### src/rtl/stq_pkg.sv
package stq_pkg;

    typedef enum logic [2:0] {
        ST_IDLE,
        ST_FETCH,
        ST_LOAD,
        ST_SELECT,
        ST_PULSE
    } stq_state_e;

    typedef struct packed {
        logic wl_on;
        logic tc_on;
        logic last;
    } pulse_phase_t;

    // Level visited at order position idx: most negative first, zero skipped.
    function automatic int level_of(input int idx, input int half);
        return (idx < half) ? (idx - half) : (idx - half + 1);
    endfunction

    function automatic int code_width(input int half);
        return $clog2(half + 1) + 1;
    endfunction

endpackage

### src/rtl/stq_level_match.sv
module stq_level_match #(
    parameter int NUM_INPUTS = 8,
    parameter int CODE_W     = 3
) (
    input  logic [NUM_INPUTS*CODE_W-1:0] codes,
    input  logic signed [CODE_W-1:0]     level,
    output logic [NUM_INPUTS-1:0]        mask
);

    logic level_nz;
    assign level_nz = (level != '0);

    for (genvar i = 0; i < NUM_INPUTS; i++) begin : g_cmp
        logic signed [CODE_W-1:0] code_i;
        assign code_i  = codes[i*CODE_W +: CODE_W];
        assign mask[i] = level_nz && (code_i == level);
    end

endmodule

### src/rtl/stq_pulse_timer.sv
module stq_pulse_timer
    import stq_pkg::*;
#(
    parameter int DLY_W = 6,
    parameter int PW_W  = 4
) (
    input  logic                    clk,
    input  logic                    rst,
    input  logic                    start_i,
    input  logic signed [DLY_W-1:0] delay_i,
    input  logic [PW_W-1:0]         width_i,
    output pulse_phase_t            phase_o
);

    localparam int CNT_W = DLY_W + PW_W + 1;

    logic                    run_q;
    logic [CNT_W-1:0]        t_q;
    logic signed [DLY_W-1:0] dly_q;
    logic [PW_W-1:0]         pw_q;

    logic signed [CNT_W-1:0] d_ext;
    logic [CNT_W-1:0]        mag;
    logic [CNT_W-1:0]        pw_ext;
    logic [CNT_W-1:0]        wl_start;
    logic [CNT_W-1:0]        tc_start;

    always_comb begin
        d_ext    = CNT_W'(dly_q);
        mag      = (d_ext < 0) ? CNT_W'(-d_ext) : CNT_W'(d_ext);
        pw_ext   = CNT_W'(pw_q);
        wl_start = (d_ext < 0) ? mag : '0;
        tc_start = (d_ext < 0) ? '0 : mag;
        phase_o.wl_on = run_q && (t_q >= wl_start) && (t_q < wl_start + pw_ext);
        phase_o.tc_on = run_q && (t_q >= tc_start) && (t_q < tc_start + pw_ext);
        phase_o.last  = run_q && (t_q == mag + pw_ext - 1'b1);
    end

    always_ff @(posedge clk) begin
        if (rst) begin
            run_q <= 1'b0;
            t_q   <= '0;
            dly_q <= '0;
            pw_q  <= '0;
        end else if (start_i) begin
            run_q <= 1'b1;
            t_q   <= '0;
            dly_q <= delay_i;
            pw_q  <= width_i;
        end else if (run_q) begin
            t_q <= t_q + 1'b1;
            if (phase_o.last) begin
                run_q <= 1'b0;
            end
        end
    end

    // Checker counters: length of the pulse that is high right now.
    logic [CNT_W-1:0] wl_len_q;
    logic [CNT_W-1:0] tc_len_q;
    always_ff @(posedge clk) begin
        if (rst) begin
            wl_len_q <= '0;
            tc_len_q <= '0;
        end else begin
            wl_len_q <= phase_o.wl_on ? wl_len_q + 1'b1 : '0;
            tc_len_q <= phase_o.tc_on ? tc_len_q + 1'b1 : '0;
        end
    end


    wl_width_chk: assert property (@(posedge clk) disable iff (rst)
        $fell(phase_o.wl_on) |-> (wl_len_q == CNT_W'(pw_q)));


    tc_width_chk: assert property (@(posedge clk) disable iff (rst)
        $fell(phase_o.tc_on) |-> (tc_len_q == CNT_W'(pw_q)));

endmodule

### src/rtl/stq_seq.sv
module stq_seq
    import stq_pkg::*;
#(
    parameter int NUM_INPUTS  = 8,
    parameter int HALF_LEVELS = 2,
    parameter int NUM_NEURONS = 3,
    parameter int DLY_W       = 6,
    parameter int PW_W        = 4,
    localparam int CODE_W     = code_width(HALF_LEVELS),
    localparam int NZ_LEVELS  = 2 * HALF_LEVELS,
    localparam int NW         = (NUM_NEURONS > 1) ? $clog2(NUM_NEURONS) : 1
) (
    input  logic                         clk,
    input  logic                         rst,
    input  logic                         start,
    input  logic [PW_W-1:0]              pulse_width,
    input  logic [NZ_LEVELS*DLY_W-1:0]   dly_tab,
    output logic                         wmem_rd_en,
    output logic [NW-1:0]                wmem_addr,
    input  logic [NUM_INPUTS*CODE_W-1:0] wmem_rdata,
    output logic [NUM_INPUTS-1:0]        wl_en,
    output logic                         g2_exc,
    output logic                         g2_inh,
    output logic                         busy,
    output logic                         done
);

    localparam int LI_W = $clog2(NZ_LEVELS);
    localparam logic [LI_W-1:0] LI_LAST  = LI_W'(NZ_LEVELS - 1);
    localparam logic [NW-1:0]   NEU_LAST = NW'(NUM_NEURONS - 1);

    stq_state_e                  state_q;
    logic [NW-1:0]               neuron_q;
    logic [LI_W-1:0]             li_q;
    logic [NUM_INPUTS*CODE_W-1:0] codes_q;
    logic [NUM_INPUTS-1:0]       mask_q;
    logic                        done_q;

    logic signed [CODE_W-1:0]    cur_level;
    logic signed [DLY_W-1:0]     cur_delay;
    logic [NUM_INPUTS-1:0]       match_mask;
    logic                        timer_start;
    logic                        step_end;
    pulse_phase_t                phase;

    assign cur_level = CODE_W'(level_of(int'(li_q), HALF_LEVELS));
    assign cur_delay = dly_tab[int'(li_q)*DLY_W +: DLY_W];

    stq_level_match #(
        .NUM_INPUTS (NUM_INPUTS),
        .CODE_W     (CODE_W)
    ) u_match (
        .codes (codes_q),
        .level (cur_level),
        .mask  (match_mask)
    );

    assign timer_start = (state_q == ST_SELECT) && (match_mask != '0);

    stq_pulse_timer #(
        .DLY_W (DLY_W),
        .PW_W  (PW_W)
    ) u_timer (
        .clk     (clk),
        .rst     (rst),
        .start_i (timer_start),
        .delay_i (cur_delay),
        .width_i (pulse_width),
        .phase_o (phase)
    );

    assign step_end = ((state_q == ST_SELECT) && (match_mask == '0)) ||
                      ((state_q == ST_PULSE) && phase.last);

    always_ff @(posedge clk) begin
        if (rst) begin
            state_q  <= ST_IDLE;
            neuron_q <= '0;
            li_q     <= '0;
            codes_q  <= '0;
            mask_q   <= '0;
            done_q   <= 1'b0;
        end else begin
            unique case (state_q)
                ST_IDLE: begin
                    if (start) begin
                        neuron_q <= '0;
                        done_q   <= 1'b0;
                        state_q  <= ST_FETCH;
                    end
                end
                ST_FETCH: state_q <= ST_LOAD;
                ST_LOAD: begin
                    codes_q <= wmem_rdata;
                    li_q    <= '0;
                    state_q <= ST_SELECT;
                end
                ST_SELECT, ST_PULSE: begin
                    if (timer_start) begin
                        mask_q  <= match_mask;
                        state_q <= ST_PULSE;
                    end else if (step_end) begin
                        if (li_q != LI_LAST) begin
                            li_q    <= li_q + 1'b1;
                            state_q <= ST_SELECT;
                        end else if (neuron_q != NEU_LAST) begin
                            neuron_q <= neuron_q + 1'b1;
                            state_q  <= ST_FETCH;
                        end else begin
                            state_q <= ST_IDLE;
                            done_q  <= 1'b1;
                        end
                    end
                end
                default: state_q <= ST_IDLE;
            endcase
        end
    end

    assign wmem_rd_en = (state_q == ST_FETCH);
    assign wmem_addr  = neuron_q;
    assign wl_en      = phase.wl_on ? mask_q : '0;
    assign g2_exc     = phase.tc_on;
    assign g2_inh     = 1'b0;
    assign busy       = (state_q != ST_IDLE);
    assign done       = done_q;


    busy_done_excl_chk: assert property (@(posedge clk) disable iff (rst)
        !(busy && done));


    pulse_mask_nz_chk: assert property (@(posedge clk) disable iff (rst)
        (state_q == ST_PULSE) |-> (mask_q != '0));


    wl_stable_chk: assert property (@(posedge clk) disable iff (rst)
        ((wl_en != '0) && ($past(wl_en) != '0)) |-> (wl_en == $past(wl_en)));


    level_order_chk: assert property (@(posedge clk) disable iff (rst)
        ((state_q == ST_SELECT) && ($past(state_q) != ST_LOAD))
            |-> (li_q == LI_W'($past(li_q) + 1'b1)));


    fetch_then_load_chk: assert property (@(posedge clk) disable iff (rst)
        wmem_rd_en |=> (state_q == ST_LOAD));


    start_busy_ignored_chk: assert property (@(posedge clk) disable iff (rst)
        ((state_q == ST_PULSE) && !phase.last && start) |=> (state_q == ST_PULSE));

endmodule

### config.mk
export PLATFORM = sky130hd
export DESIGN_NAME = stq_seq
export DESIGN_NICKNAME = d
export VERILOG_FILES = /design/src/rtl/stq_pkg.sv /design/src/rtl/stq_level_match.sv /design/src/rtl/stq_pulse_timer.sv /design/src/rtl/stq_seq.sv
export SDC_FILE = /design/constraint.sdc
export NUM_CORES = 1
export LEC_CHECK = 0
export BUFFER_PORTS_ARGS = -buffer_cell sky130_fd_sc_hd__buf_2
export CAP_MARGIN = 20
export CORE_MARGIN = 4
export CORE_UTILIZATION = 47
export DETAILED_ROUTE_END_ITERATION = 10
export PLACE_DENSITY_LB_ADDON = 0.08
export SYNTH_ARGS = -nofsm -noshare
export SYNTH_HDL_FRONTEND = slang
export SYNTH_SLANG_ARGS = --single-unit
### constraint.sdc
create_clock -name clk -period 11.2 [get_ports clk]
set_input_delay 1.12 -clock clk [delete_from_list [all_inputs] [get_ports clk]]
set_output_delay 1.12 -clock clk [all_outputs]
set_load 0.02 [all_outputs]
## Yosys cells after proc, flatten, opt, wreduce, memory -nomap -nowiden

Cells that the tools add are included.

- Output and inout bits: 15
- Register bits after elaboration: 62
- Logic and storage cells: 112
- Input port bits: 55

- Equal/unequal tests: 23
- Multiplexer cells: 30
- Order comparisons: 6
- Add/subtract/negate cells: 10
- Reduce and logical (&&, ||, !) cells: 31
- $mul: 1
- Shift operators: 1

Operators by type and width:

| operator | number |
|---|---|
| 11-bit by 4-bit adder with 11-bit output | 3 |
| 11-bit two-way mux | 3 |
| 3-bit equality test | 8 |
| 24-bit by 6-bit indexed part select with 6-bit output | 1 |
| 11-bit >= comparator | 2 |
| 11-bit < comparator | 2 |
| 2-bit two-way mux | 9 |
| 2-bit != test, second input constant | 9 |
| 1-bit logical AND | 16 |
| 3-bit two-way mux | 4 |
| 3-bit case mux with 4 select lines | 1 |
| 6-bit AND reduction | 2 |
| 11-bit by 1-bit adder with 11-bit output, second input constant | 1 |
| 11-bit equality test | 1 |
| 6-bit negator with 11-bit output | 1 |
| 11-bit by 1-bit subtractor with 11-bit output, second input constant | 1 |
| 1-bit two-way mux | 9 |
| 8-bit zero test | 1 |
| 8-bit two-way mux | 1 |
| 2-bit case mux with 2 select lines | 2 |
| 8-bit nonzero test | 1 |
| 3-bit by 2-bit equality test with 1-bit output, second input constant | 2 |
| 6-bit by 1-bit < comparator with 1-bit output, second input constant | 1 |
| 3-bit nonzero test | 2 |
| other kinds (15) | 19 |

## Depth between registers and ports, before layout

Gate-level depths: netlist of run 1.

- Depth after elaboration: 11
- Mapped depth: 18
- Mapped depth without buffers: 18

## By module

From an unflattened synthesis of run 1, not the netlist that was laid out.

- Cells, all modules: 582
- Area total of the unflattened synthesis: 4904.7 sq um

Modules (own cells, without submodules):

| module | area an instance (sq um) | cells an instance | instances | seq. area each (sq um) |
|---|---|---|---|---|
| stq_pulse_timer | 2672.6 | 321 | 1 | 440.4 |
| stq_seq | 1908.1 | 224 | 1 | 800.8 |
| stq_level_match | 324.1 | 37 | 1 | 0.0 |

## Worst setup path before layout of run 1

No wires, ideal clock.

- Path kind: flip-flop to output port
- Start: register u_timer.dly_q[5]
- End: output port g2_exc
- Data required time: 10080 ps
- Path slack: 6938 ps
- Data arrival time: 3142 ps
- Stages on the path, launching flop included: 14
- Path buffers: 1
- Path through: dfxtp_1 clkbuf_1 nor2_1 ha_1 fa_1 inv_1 ha_1 a21o_1 a21o_1 a21o_1 a21o_1 a211oi_1 nor3_1 nor3_1

- Word-level cells in the longest chain between the ends: 6
- Elaborated cells between the ends (all ways): 9
- Those cells by class: add/sub: 2; order compare: 3; mux: 2; reduce/logical: 2

RTL lines:

| item | line | text |
|---|---|---|
| start, declared | stq_pulse_timer.sv:19 | `logic signed [DLY_W-1:0] dly_q;` |
| start signal, assigned | stq_pulse_timer.sv:48 | `dly_q <= delay_i;` |
| 6-bit negator with 11-bit output / 6-bit by 1-bit < comparator with 1-bit output (equally long branches) | stq_pulse_timer.sv:30, stq_pulse_timer.sv:33 |  |
| 11-bit two-way mux | stq_pulse_timer.sv:30 | `mag = (d_ext < 0) ? CNT_W'(-d_ext) : CNT_W'(d_ext);` |
| 11-bit two-way mux * | stq_pulse_timer.sv:33 | `tc_start = (d_ext < 0) ? '0 : mag;` |
| 11-bit by 4-bit adder with 11-bit output / 11-bit >= comparator (equally long branches) | stq_pulse_timer.sv:35 | `phase_o.tc_on = run_q && (t_q >= tc_start) && (t_q < tc_start + pw_ext);` |
| 11-bit < comparator / 1-bit logical AND (equally long branches) | stq_pulse_timer.sv:35 |  |
| 1-bit logical AND * | stq_pulse_timer.sv:35 |  |
| end, declared | stq_seq.sv:22 | `output logic g2_exc,` |

Every way passes the cells marked *; elsewhere a longest branch is shown, timed or not.

## Worst setup path in the final report of run 1

- Start: register u_timer.dly_q[0]
- End: output port wl_en[4]

- Word-level cells in the longest chain between the ends: 7
- Elaborated cells between the ends (all ways): 10
- Those cells by class: add/sub: 2; order compare: 3; mux: 3; reduce/logical: 2

RTL lines:

| item | line | text |
|---|---|---|
| 6-bit negator with 11-bit output / 6-bit by 1-bit < comparator with 1-bit output (equally long branches) | stq_pulse_timer.sv:30, stq_pulse_timer.sv:32 |  |
| 11-bit two-way mux | stq_pulse_timer.sv:30 |  |
| 11-bit two-way mux * | stq_pulse_timer.sv:32 | `wl_start = (d_ext < 0) ? mag : '0;` |
| 11-bit by 4-bit adder with 11-bit output / 11-bit >= comparator (equally long branches) | stq_pulse_timer.sv:34 | `phase_o.wl_on = run_q && (t_q >= wl_start) && (t_q < wl_start + pw_ext);` |
| 11-bit < comparator / 1-bit logical AND (equally long branches) | stq_pulse_timer.sv:34 |  |
| 1-bit logical AND * | stq_pulse_timer.sv:34 |  |
| 8-bit two-way mux * | stq_seq.sv:122 | `assign wl_en = phase.wl_on ? mask_q : '0;` |
| end, declared | stq_seq.sv:21 | `output logic [NUM_INPUTS-1:0] wl_en,` |

Marks and branches as above.

==> results of run 1 <==
==> cell families (layout without fill, tap and decap cells) <==
| family | count (synthesis) | in the layout | synth area share |
|---|---|---|---|
| and+or+nand+nor | 231 | 231 | 0.217 |
| AOI/OAI and AO/OA | 146 | 146 | 0.188 |
| buffers and inverters | 67 | 122 | 0.0575 |
| adders and majority gates | 66 | 66 | 0.164 |
| DFF | 62 | 62 | 0.239 |
| xor gates and xnor gates | 50 | 50 | 0.0845 |
| muxes | 17 | 17 | 0.0485 |
| other | 2 | 22 | 0.00145 |
==> flip-flops by register name, indices dropped and copies added, names as in the netlist <==
| signal | count |
|---|---|
| codes_q | 24 |
| state_q | 3 |
| wmem_addr | 2 |
| u_timer.dly_q | 6 |
| done | 1 |
| u_timer.t_q | 11 |
| u_timer.pw_q | 4 |
| u_timer.run_q | 1 |
| mask_q | 8 |
| li_q | 2 |
==> worst max path at each step <==
stage,startpoint,to,slack (ns),depth (start not counted)
after floorplan,u_timer.dly_q[5],g2_exc,6.94,13
after global placement,u_timer.dly_q[0],wl_en[4],6.64,18
after detailed placement,u_timer.dly_q[0],wl_en[4],6.59,18
after CTS,u_timer.dly_q[0],wl_en[4],6.22,18
after global routing,u_timer.dly_q[0],wl_en[4],5.86,18
final,u_timer.dly_q[0],wl_en[4],6.25,18
==> final cells by class <==
class / count / area, um^2
Timing Repair Buffer: 68 / 340
Multi-Input combinational cell: 532 / 3720
Sequential cell: 62 / 1240
Tap cell: 140 / 175
Fill cell: 1055 / 4990
Clock buffer: 13 / 169
Inverter: 38 / 143
Clock inverter: 3 / 17.5
==> synthesized netlist by cell type, drive strengths merged, types with 3 or more instances <==
cell type  instances  share of area
nand2             97          0.070
ha                63           0.15
dfxtp             62           0.24
a21oi             58          0.057
nor2              43          0.031
inv               38          0.028
xnor2             29          0.049
a21o              22          0.032
xor2              21          0.035
o21ai             19          0.019
nor3              18          0.020
clkbuf            17          0.012
buf               12          0.018
nand2b            11          0.013
nor3b             11          0.016
and2               9          0.011
mux2i              9          0.017
nor2b              8          0.011
nand4              7         0.0084
a2111oi            6          0.013
a211oi             6         0.0097
mux4               6          0.026
and3               5         0.0060
nand3              5         0.0048
o21a               5         0.0072
a31oi              4         0.0048
nand4b             4         0.0068
nor4               4         0.0060
or2                4         0.0048
a311oi             3         0.0063
fa                 3          0.012
o211ai             3         0.0043
o31ai              3         0.0043
==> power breakdown <==
group | internal [mW] | total, mW | switching, mW
Combinational | 0.0285 | 0.0651 | 0.0366
Sequential | 0.226 | 0.233 | 0.00669
Clock | 0.0978 | 0.185 | 0.0873
Total | 0.352 | 0.483 | 0.131
==> critical path: stages (launching register included) <==
cell	delay, ns
dfxtp_1	0.38
inv_1	0.10
ha_1	0.29
nand2_1	0.08
inv_1	0.09
ha_1	0.27
a21o_1	0.17
a21oi_1	0.21
inv_1	0.06
a21oi_1	0.14
nor2_1	0.06
xnor2_1	0.12
ha_1	0.27
o21ai_0	0.07
o21ai_0	0.15
o211ai_1	0.11
a21oi_1	0.56
nor3b_1	0.14
buf_2	0.21
==> layout by cell type (no fill, tap or decap), types with 3 or more instances in the layout <==
cell and instances:
a211oi_1 5, a21o_1 22, a21oi_1 57, a31oi_1 4
and2_1 8, and3_1 5, buf_2 68, clkbuf_8 12
conb_1 22, dfxtp_1 62, fa_1 3, ha_1 63
inv_1 37, mux2i_1 9, mux4_2 6, nand2_1 97
nand2b_1 11, nand3_1 5, nand4_1 7, nand4b_1 4
nor2_1 43, nor2b_1 7, nor3_1 17, nor3b_1 11
nor4_1 3, o211ai_1 3, o21a_1 5, o21ai_0 16
o31ai_1 3, or2_2 4, xnor2_1 29, xor2_1 21
==> routing by layer <==
metal / up-vias / track usage / part of all wire
li1: 2369 / - / -
met1: 2122 / 0.257 / 0.46
met2: 88 / 0.347 / 0.49
met3: 14 / 0.0332 / 0.037
met4: 0 / 0.0697 / 0.015
met5: - / 0 / 0
==> stage by stage <==
step / worst slack (ns) / util
after floorplan: 6.94 / -
after global placement: 6.64 / 0.521
after detailed placement: 6.59 / 0.521
after CTS: 6.22 / 0.538
after global routing: 5.86 / 0.538
final: 6.25 / 0.538
==> run metrics, run 1 <==
status finished, final reports clean; Die Span Y 113 um; Worst Clk Skew 0.00643 ns; vias in the first global route 4539; clock transition at the registers of the reported paths 0.07 ns; peak supply drop 0.0000658 V; TritonCTS Buffers 9; hold path startpoint mask_q[4]; Slew HR 0.350; Synth-to-Final Area Change 12.0%; Final Cell Area 5800 um^2; post-cts hold buffer count 0; Initial Util 0.480; vias per cell 5.37; RR Startpoint u_timer.dly_q[0]; Rows 38; Syn Std Cell Area 5180 um^2; Post-Layout Cell Count 856; R2R depth 18; routed length per instance 14.5 um; total placed cells including tap cells 840; Power Dens Cells 83.2 nW/um^2; data required time of the worst path 10.08 ns; RD Place Congestion 0.801; placed cell area 5620 um^2; FF-to-FF setup slack 7.06 ns; CP max FO 8; Slew Viols, Final 0; GRT Overall Usage 0.202; Sink Count 62; detailed placement HPWL 9.57 mm; CP endpoint kind output pin; CTS tree built; worst skew pair latency 0.34 ns; share of layout cells above drive strength 1 0.152; die outline area 12800 um^2; number of nets with antenna violations after routing 0; setup tns final 0 ns; leakage 2.49 nW; Setup Buffers After CTS 0; Hold WS 0.463 ns; DRT iter0 DRCs 164; clk buf depth 2; Die Wd 113 um; # setup viols final 0; CP arrival 3.83 ns; post-synthesis sequential area ratio 0.239; first-pass iteration count of the detailed router 5; Hold Vio Cnt, Final 0; Final Cycle Share 0.442; total global routing overflow 0; dominant synthesized flop cell dfxtp_1; Synth warnings 0; Avg Inst Size Synth 8.08 um^2; io pins 70; Post-CTS Resized 0; Routed WL 12.4 mm; Post-synth EDFFs 0; Period minus WS final 4.95 ns; kind of critical path register to output pin; IO Port Bufs 68; post-synthesis cell type count 67; CP startpoint kind register; Hold Path Class register to register; initial antenna violation count 0; Worst Tran Pin Value 0.975 ns; Overall Power 0.483 mW; Max Cap Violations 0; Antenna diodes 0; fin nets 832; post-synthesis register bit count 62; root buffer cell clkbuf_8; global-route wire length before repair 21.4 mm; async set-reset flop share out of synthesis 0; Synth Instances 641; via count 4593; DRC violations left 0; largest net degree at the start of global routing 55; RSZ-0062 raised after global routing no; Reg-to-Reg End wmem_addr[1]; Core Area 10800 um^2; Max Clock Freq 202 MHz; worst hold endpoint mask_q[4]; Hold Crit Depth 2; H-tree depth 3
Note: power is estimated with default switching activity, not from simulation.
==> inputs of run 2 (changes only) <==
clock period = 4.7 ns   (was 11.2 ns; I/O delays follow)
==> run 2 against run 1 <==
Effect of this change:
- die area is the same
- sequential share of layout area shrank 0.069 points
- worst hold slack lost 0.11 ns
- flip-flop and latch count is the same
- non-clock buffer count is the same
- utilization grew 0.17 points
- count of clock-buffer cells in the layout is the same
- clock skew grew 0.0054 ns
- sequential power grew 140%
- critical endpoint unchanged
- first-iteration DRC count grew 13%
- register-to-register slack lost 6.4 ns
- worst setup slack lost 5.7 ns
- largest power group unchanged
==> run metrics, run 2 (same netlist as run 1, synthesis figures left out) <==
hold path startpoint wmem_rdata[15] (was mask_q[4]); status finished, final reports clean (unchanged); Worst Clk Skew 0.0119 ns (was 0.00643 ns); Initial Util 0.480 (unchanged); # setup viols final 0 (unchanged); crit path from u_timer.dly_q[0] (unchanged); Max Cap Violations 0 (unchanged); RR Startpoint u_timer.dly_q[0] (unchanged); Clk pwr share 0.408 (was 0.383); combinational share of power 0.129 (was 0.135); setup tns final 0 ns (unchanged); Slew HR 0.345 (was 0.350); Rows 38 (unchanged); via count 4629 (was 4593); CP arrival 3.73 ns (was 3.83 ns); RD Place Congestion 0.851 (was 0.801); CTS tree built (unchanged); TritonCTS Buffers 9 (unchanged); vias per cell 5.41 (was 5.37); routed length per instance 14.7 um (was 14.5 um); FF-to-FF setup slack 0.70 ns (was 7.06 ns); total global routing overflow 0 (unchanged); Worst Tran Pin Value 0.983 ns (was 0.975 ns); Setup crit end wl_en[4] (unchanged); Die Wd 113 um (unchanged); FILL cells 1092 (was 1055); number of nets with antenna violations after routing 0 (unchanged); Antenna diodes 0 (unchanged); root buffer cell clkbuf_8 (unchanged); largest register by flop count codes_q (unchanged); Sink Count 62 (unchanged); peak supply drop 0.000149 V (was 0.0000658 V); worst skew pair latency 0.34 ns (about the same); CP startpoint kind register (unchanged); RSZ-0062 raised after global routing no (unchanged); commonest non-fill, non-tap cell in the layout nand2_1 (unchanged); detailed placement HPWL 9.60 mm (was 9.57 mm); Max Clock Freq 238 MHz; data required time of the worst path 4.23 ns (was 10.08 ns); most frequent cells in the layout nand2_1, buf_2, ha_1 (unchanged); share of layout cells above drive strength 1 0.152 (unchanged); DRT iter0 DRCs 186 (was 164); post-cts hold buffer count 0 (unchanged); kind of critical path register to output pin (unchanged); Slew Viols, Final 0 (unchanged); CP endpoint kind output pin (unchanged); Die Span Y 113 um (unchanged); H-tree depth 3 (unchanged); initial antenna violation count 0 (unchanged); Power Dens Cells 206 nW/um^2 (was 83.2 nW/um^2); GRT Overall Usage 0.202 (about the same); R2R depth 18 (unchanged); Largest regs codes_q (24), u_timer.t_q (11), mask_q (8) (unchanged); IO Port Bufs 68 (unchanged); Period minus WS final 4.20 ns; die outline area 12800 um^2 (unchanged); Setup Buffers After CTS 0 (unchanged); clk buf depth 2 (unchanged); largest net degree at the start of global routing 55 (unchanged); clock transition at the registers of the reported paths 0.07 ns (about the same); Net Sw Power 0.317 mW (was 0.131 mW); DRC violations left 0 (unchanged); internal power 0.880 mW (was 0.352 mW); Hold Vio Cnt, Final 0 (unchanged); CP max FO 8 (unchanged); io pins 70 (unchanged); Reg-to-Reg End wmem_addr[1] (unchanged); first-pass iteration count of the detailed router 5 (unchanged); Final Cycle Share 0.893; Core Area 10800 um^2 (unchanged); register share of total power 0.463 (was 0.482); Switching Share 0.265 (was 0.271); Synth-to-Final Area Change 12.4% (was 12.0%); leakage 2.49 nW (about the same); utilization after layout 0.540 (was 0.538); fin nets 832 (unchanged); Hold Path Class input pin to register (was register to register); max reg flops 24 (unchanged); Routed WL 12.6 mm (was 12.4 mm); vias in the first global route 4546 (was 4539); global-route wire length before repair 21.2 mm (was 21.4 mm)
run 2: cell count changes in the layout (fill, tap and decap cells not counted), sizes merged:
cell / delta
clkinv: -1
bufinv: +1
run 2: power groups by stage:
stage               clock (mW)  combinational [mW]  sequential [mW]
floorplan                    0               0.114            0.561
global placement             0               0.147            0.565
detailed placement           0               0.152            0.566
CTS                      0.499               0.153            0.554
global route             0.522               0.175            0.556
finish                   0.488               0.155            0.554
run 2: what timing repair did:
action	in CTS	in global routing
endpoints found under the setup margin	0	8
hold endpoints to repair	0	0
gates resized for setup	0	1
run 2: how the worst min path moves through the flow:
stage / endpoint / slack [ns] / cells past startpoint
finish: codes_q[15] / 0.36 / 3
global route: codes_q[23] / 0.34 / 3
CTS: codes_q[15] / 0.34 / 3
detailed placement: codes_q[18] / 0.45 / 2
global placement: mask_q[4] / 0.45 / 2
floorplan: mask_q[0] / 0.43 / 2
run 2: per-stage QoR:
stage                     cell area (um^2)  worst slack [ns]  total power [mW]  hold slack [ns]  std cells
after floorplan                       5260              1.09             0.674            0.432        661
after global placement                5620             0.808             0.712            0.446        840
after detailed placement              5620             0.672             0.719            0.452        840
after CTS                             5820             0.291              1.21            0.339        856
after global routing                  5820             0.113              1.25            0.340        856
final                                 5820             0.501              1.20            0.357        856
run 2: final cells by class:
| class | instances | area (um^2) | area share |
|---|---|---|---|
| Timing Repair Buffer | 68 | 340 | 0.0584 |
| Clock inverter | 3 | 42.5 | 0.00731 |
| Inverter | 38 | 143 | 0.0245 |
| Tap cell | 140 | 175 | 0.0301 |
| Multi-Input combinational cell | 532 | 3720 | 0.639 |
| Clock buffer | 13 | 159 | 0.0273 |
| Sequential cell | 62 | 1240 | 0.213 |
run 2: worst max-delay path: stages, from the launching register on:
cell and delay, ns:
dfxtp_1 0.39, inv_1 0.10, ha_1 0.30, nand2_1 0.09
inv_1 0.09, ha_1 0.27, a21o_1 0.17, a21oi_1 0.21
inv_1 0.06, a21oi_1 0.14, nor2_1 0.06, xnor2_1 0.14
ha_1 0.27, o21ai_0 0.07, o21ai_0 0.16, o211ai_1 0.14
a21oi_2 0.39, nor3b_1 0.12, buf_2 0.20
run 2: per-layer routing:
layer	up-vias	GRT usage	share of wire
li1	2371	-	-
met1	2155	0.250	0.46
met2	78	0.352	0.48
met3	25	0.0283	0.029
met4	0	0.0841	0.029
met5	-	0	0
